### src/rtl/ecc_inject_ctrl.sv
module ecc_inject_ctrl #(
  parameter int DW          = 32,
  parameter int TLB_TAG_LSB = 12,
  parameter int CW          = $clog2(DW + 1) + 1
) (
  input  logic               clk,
  input  logic               rst_n,
  input  logic               reg_we,
  input  logic [31:0]        reg_wdata,
  output logic [31:0]        reg_rdata,
  input  logic [10:0]        ram_wr_valid,
  input  logic [11*DW-1:0]   ram_wr_data,
  output logic [11*DW-1:0]   ram_out_data,
  output logic [11*CW-1:0]   ram_out_check
);
  localparam int NRAM    = 11;
  localparam int FW      = 2 * NRAM;
  localparam int TLB_IDX = 5;

  function automatic logic [CW-1:0] encode(input logic [DW-1:0] d);
    logic [CW-1:0] c;
    c = '0;
    for (int k = 0; k < CW - 1; k++)
      for (int j = 0; j < DW; j++)
        if (((j + 1) >> k) & 1) c[k] = c[k] ^ d[j];
    c[CW-1] = ^d;
    return c;
  endfunction

  logic [FW-1:0]   inj_q;
  logic [NRAM-1:0] fire;

  assign reg_rdata = {{(32 - FW){1'b0}}, inj_q};

  for (genvar i = 0; i < NRAM; i++) begin : g_ram
    localparam int LSB = (i == TLB_IDX) ? TLB_TAG_LSB : 0;
    logic [1:0]    mode;
    logic [DW-1:0] flip;
    assign mode = inj_q[2*i +: 2];
    assign fire[i] = ram_wr_valid[i] && (mode == 2'b01 || mode == 2'b10);
    always_comb begin
      flip = '0;
      if (fire[i]) begin
        flip[LSB] = 1'b1;
        if (mode == 2'b10) flip[LSB + 1] = 1'b1;
      end
    end
    assign ram_out_data[i*DW +: DW]  = ram_wr_data[i*DW +: DW] ^ flip;
    assign ram_out_check[i*CW +: CW] = encode(ram_wr_data[i*DW +: DW]);
  end

  always_ff @(posedge clk) begin
    if (!rst_n) inj_q <= '0;
    else if (reg_we) inj_q <= reg_wdata[FW-1:0];
    else
      for (int i = 0; i < NRAM; i++)
        if (fire[i]) inj_q[2*i +: 2] <= 2'b00;
  end
endmodule

### config.mk
export PLATFORM = sky130hd
export DESIGN_NAME = ecc_inject_ctrl
export DESIGN_NICKNAME = d
export VERILOG_FILES = /design/src/rtl/ecc_inject_ctrl.sv
export SDC_FILE = /design/constraint.sdc
export NUM_CORES = 1
export LEC_CHECK = 0
export BUFFER_PORTS_ARGS = -buffer_cell sky130_fd_sc_hd__buf_2
export CELL_PAD_IN_SITES_DETAIL_PLACEMENT = 2
export CELL_PAD_IN_SITES_GLOBAL_PLACEMENT = 2
export CORE_AREA = 5 5 331 333
export DETAILED_ROUTE_END_ITERATION = 7
export DIE_AREA = 0 0 336 338
export GPL_ROUTABILITY_DRIVEN = 0
export HOLD_SLACK_MARGIN = 0.06
export PLACE_DENSITY_LB_ADDON = 0.1
export SETUP_SLACK_MARGIN = 0.1
export SLEW_MARGIN = 20
export SYNTH_ARGS = -nofsm -noshare
export SYNTH_HDL_FRONTEND = slang
export SYNTH_SLANG_ARGS = --single-unit
### constraint.sdc
create_clock -name clk -period 3.5 [get_ports clk]
set_clock_uncertainty 0.15 [all_clocks]
set_input_delay 0.175 -clock clk [delete_from_list [all_inputs] [get_ports clk]]
set_output_delay 0.175 -clock clk [all_outputs]
set_load 0.01 [all_outputs]
==> summary.md <==
| Metric | Value |
|---|---|
| Status | `finished, final reports clean` |
| Total track usage | `0.0962` |
| Worst skew pair latency | `about 0.28 ns` |
| Number of library cell types mapped by synthesis | `18` |
| Max Buffers Root-to-Sink | `2` |
| Fin. Hold Viols | `0` |
| Top flop regs | `inj_q (22)` |
| Hold Slack | `0.0730 ns` |
| Setup tns final | `0 ns` |
| CP Capture Point | `ram_out_check[69]` |
| Reg2Reg Launch Point | `inj_q[2]` |
| Detailed Place HPWL | `55700 µm` |
| Setup Viol. Count Final | `0` |
| Flop2flop setup slack | `1.96 ns` |
| Vias in the first global route | `between 10000 and 15000` |
| Routed WL per cell | `19.7 µm` |
| Ys Warns | `0` |
| CP max stage delay | `0.56 ns` |
| Worst Setup Start Kind | `input port` |
| Grt total ovfl | `0` |
| Crit-path cells | `buf_2 -> xnor2_1 -> xnor3_2 -> xor3_1 -> xnor3_1 -> buf_2` |
| Syn Area/Cell | `around 9.7 µm²` |
| Post-CTS setup buffer count | `0` |
| CTS tree | `built` |
| CP Depth | `6` |
| Relative slew slack | `0.563` |
| Reg with most FFs | `inj_q` |
| Hold buffers post-CTS | `12` |
| Fin crit share | `0.767` |
| Clk sinks | `22` |
| Crit path kind | `in -> out` |
| Critical Path Most Common Cell | `buf_2` |
| Die width | `336 µm` |
| Initial antenna violation count | `12` |
| Max Clk Rate | `between 0.3 and 0.4 GHz` |
| Clock root buffer | `clkbuf_16` |
| Max-cap viol count | `0` |
| Max reg flops | `22` |
| Initial DRC count | `~120` |
| Synth Register Bits | `22` |
| Worst-Margin Slew | `roughly 0.66 ns` |
| VDD IR max | `0.141 mV` |
| Drt pass-1 iters | `4` |
| Routed vias/inst | `2.92` |
| Die Ht | `~340 µm` |
| R2r endpoint | `inj_q[2]` |
| Post-route antenna net violation count | `0` |
| CP Buf/Inv Count | `2` |
| Floorplan row count | `120` |
| Worst Path Required | `between 3 and 4 ns` |
| Share of layout cells above drive strength 1 | `0.531` |
| Top cell type's share of synthesized area | `0.312` |
| WL final | `59300 µm` |
| Critical-path maximum fanout | `3` |
| Max Transition Viols Final | `0` |
| Worst hold-check path type | `in -> reg` |
| Worst Setup SP | `ram_wr_data[316]` |
| Crit-path leading delay family | `XOR/XNOR gates` |
| First-pass GRT wire length | `78500 µm` |
| Initial Utilization | `0.0999` |
| Slowest-stage cell, CP | `xnor3_2` |
| Post-Syn Instances | `1098` |
| RSZ-0062 raised after global routing | `false` |
| Worst R2R Path Depth | `6` |
| Drt drc | `0` |
| Synth-to-layout area growth | `33.6%` |
| Post-cts resize count | `0` |
| Yosys top cell by area | `xnor2_1` |
| Syn Std Cell Area | `10600 µm²` |
| Seq/Total Area, Yosys | `0.0415` |
| Core Area | `106000 µm²` |
| Die footprint | `114000 µm²` |
| CTS Buf Count | `3` |
| Largest net degree at the start of global routing | `45` |
| CTS H-tree depth | `1` |
| Final nets | `just over 2000` |
| Worst-path clk slew | `about 0.090 ns` |
| Lkg Pwr | `6.94 nW` |
| Routed via count | `~9000` |
| Top area cells in the synthesized netlist | `xnor2_1 (31%), buf_4 (25%), xnor3_1 (20%)` |
| Critical Path AT | `2.36 ns` |
| Pwr Density | `just over 400 nW/µm²` |
| Top Ports | `between 800 and 900` |
| Port Buf Inserts | `838` |
| Critical Path Sink Type | `primary output` |
| Fin crit period | `about 2.7 ns` |
==> power breakdown <==
part	leakage [nW]	internal [mW]	switching (mW)
Clock	0.0442	0.177	0.144
Combinational	6.72	2.60	2.68
Sequential	0.181	0.264	0.0125
Total	6.94	3.04	2.84
==> placed cells by master, fill, tap and decap left out, types with 10 or more instances in the layout <==
master         count
inv_1             11
conb_1            10
o21ai_0           22
xor3_1            15
dlygate4sd3_1     12
xnor2_1          378
dfxtp_1           22
xnor3_1           96
nand2b_1          11
ha_1              11
and2_1            22
nand3b_1          11
xor2_1            88
nand2_1           44
buf_2            838
==> cell usage after synthesis <==
cell type and instances:
nand3b_1 11, xor2_1 88, o21ai_0 22, xnor3_2 4, ha_1 11, inv_1 11
clkbuf_1 7, dfxtp_1 22, nand2_1 44, xnor2_1 378, conb_1 1, nand2b_1 11
xor3_1 15, buf_4 351, xor3_2 1, xnor3_1 96, xnor2_2 3, and2_1 22
==> worst reg2reg max path: stages (launching register included) <==
cell and delay [ns]:
dfxtp_1 0.37, inv_1 0.06, ha_1 0.30, nand2b_1 0.24, nand2_1 0.11, o21ai_0 0.07
and2_1 0.15
==> worst min-delay path by stage <==
stage	startpoint	to	cells past startpoint	slack (ns)
5_1_grt	reg_wdata[15]	inj_q[15]	4	0.07
3_5_place_dp	reg_wdata[12]	inj_q[12]	4	0.35
6_report	reg_wdata[6]	inj_q[6]	4	0.07
2_1_floorplan	rst_n	inj_q[0]	1	0.15
4_1_cts	reg_wdata[1]	inj_q[1]	4	0.06
3_3_place_gp	reg_wdata[4]	inj_q[4]	4	0.34
==> cells by family (layout without fill, tap and decap cells) <==
kind of cell,after synthesis,in the layout,synth area share
buffers and inverters,369,868,0.255
AO/OA/AOI/OAI,22,22,0.0104
other,1,12,0.000353
AND/OR/NAND/NOR,88,88,0.0428
XOR/XNOR,585,585,0.638
adder cells (fa/ha/maj),11,11,0.0130
flip-flops,22,22,0.0415
==> routing by layer <==
metal,part of all wire,GRT usage
met5,0.0018,0
met4,0.0046,0.00637
met3,0.069,0.0260
met2,0.54,0.189
met1,0.38,0.108
==> final cells by class <==
class	instances	area [µm²]
Antenna cell	2	5.00
Sequential cell	22	440
Clock buffer	4	88.8
Fill cell	12600	92100
Timing Repair Buffer	853	4350
Multi-Input combinational cell	716	7510
Inverter	11	41.3
Tap cell	1403	1760
==> stage by stage <==
stage	setup slack, ns	instances	area (µm²)	utilization	power (mW)
floorplan	1.50	1107	10700	-	3.69
global route	0.690	3009	14200	0.133	6.40
CTS	0.738	3008	14200	0.133	6.19
finish	0.816	3011	14200	0.133	5.88
detailed placement	0.741	2992	14000	0.131	5.77
global placement	0.768	2992	14000	0.131	5.78
Power figures use the tool's default switching activity.
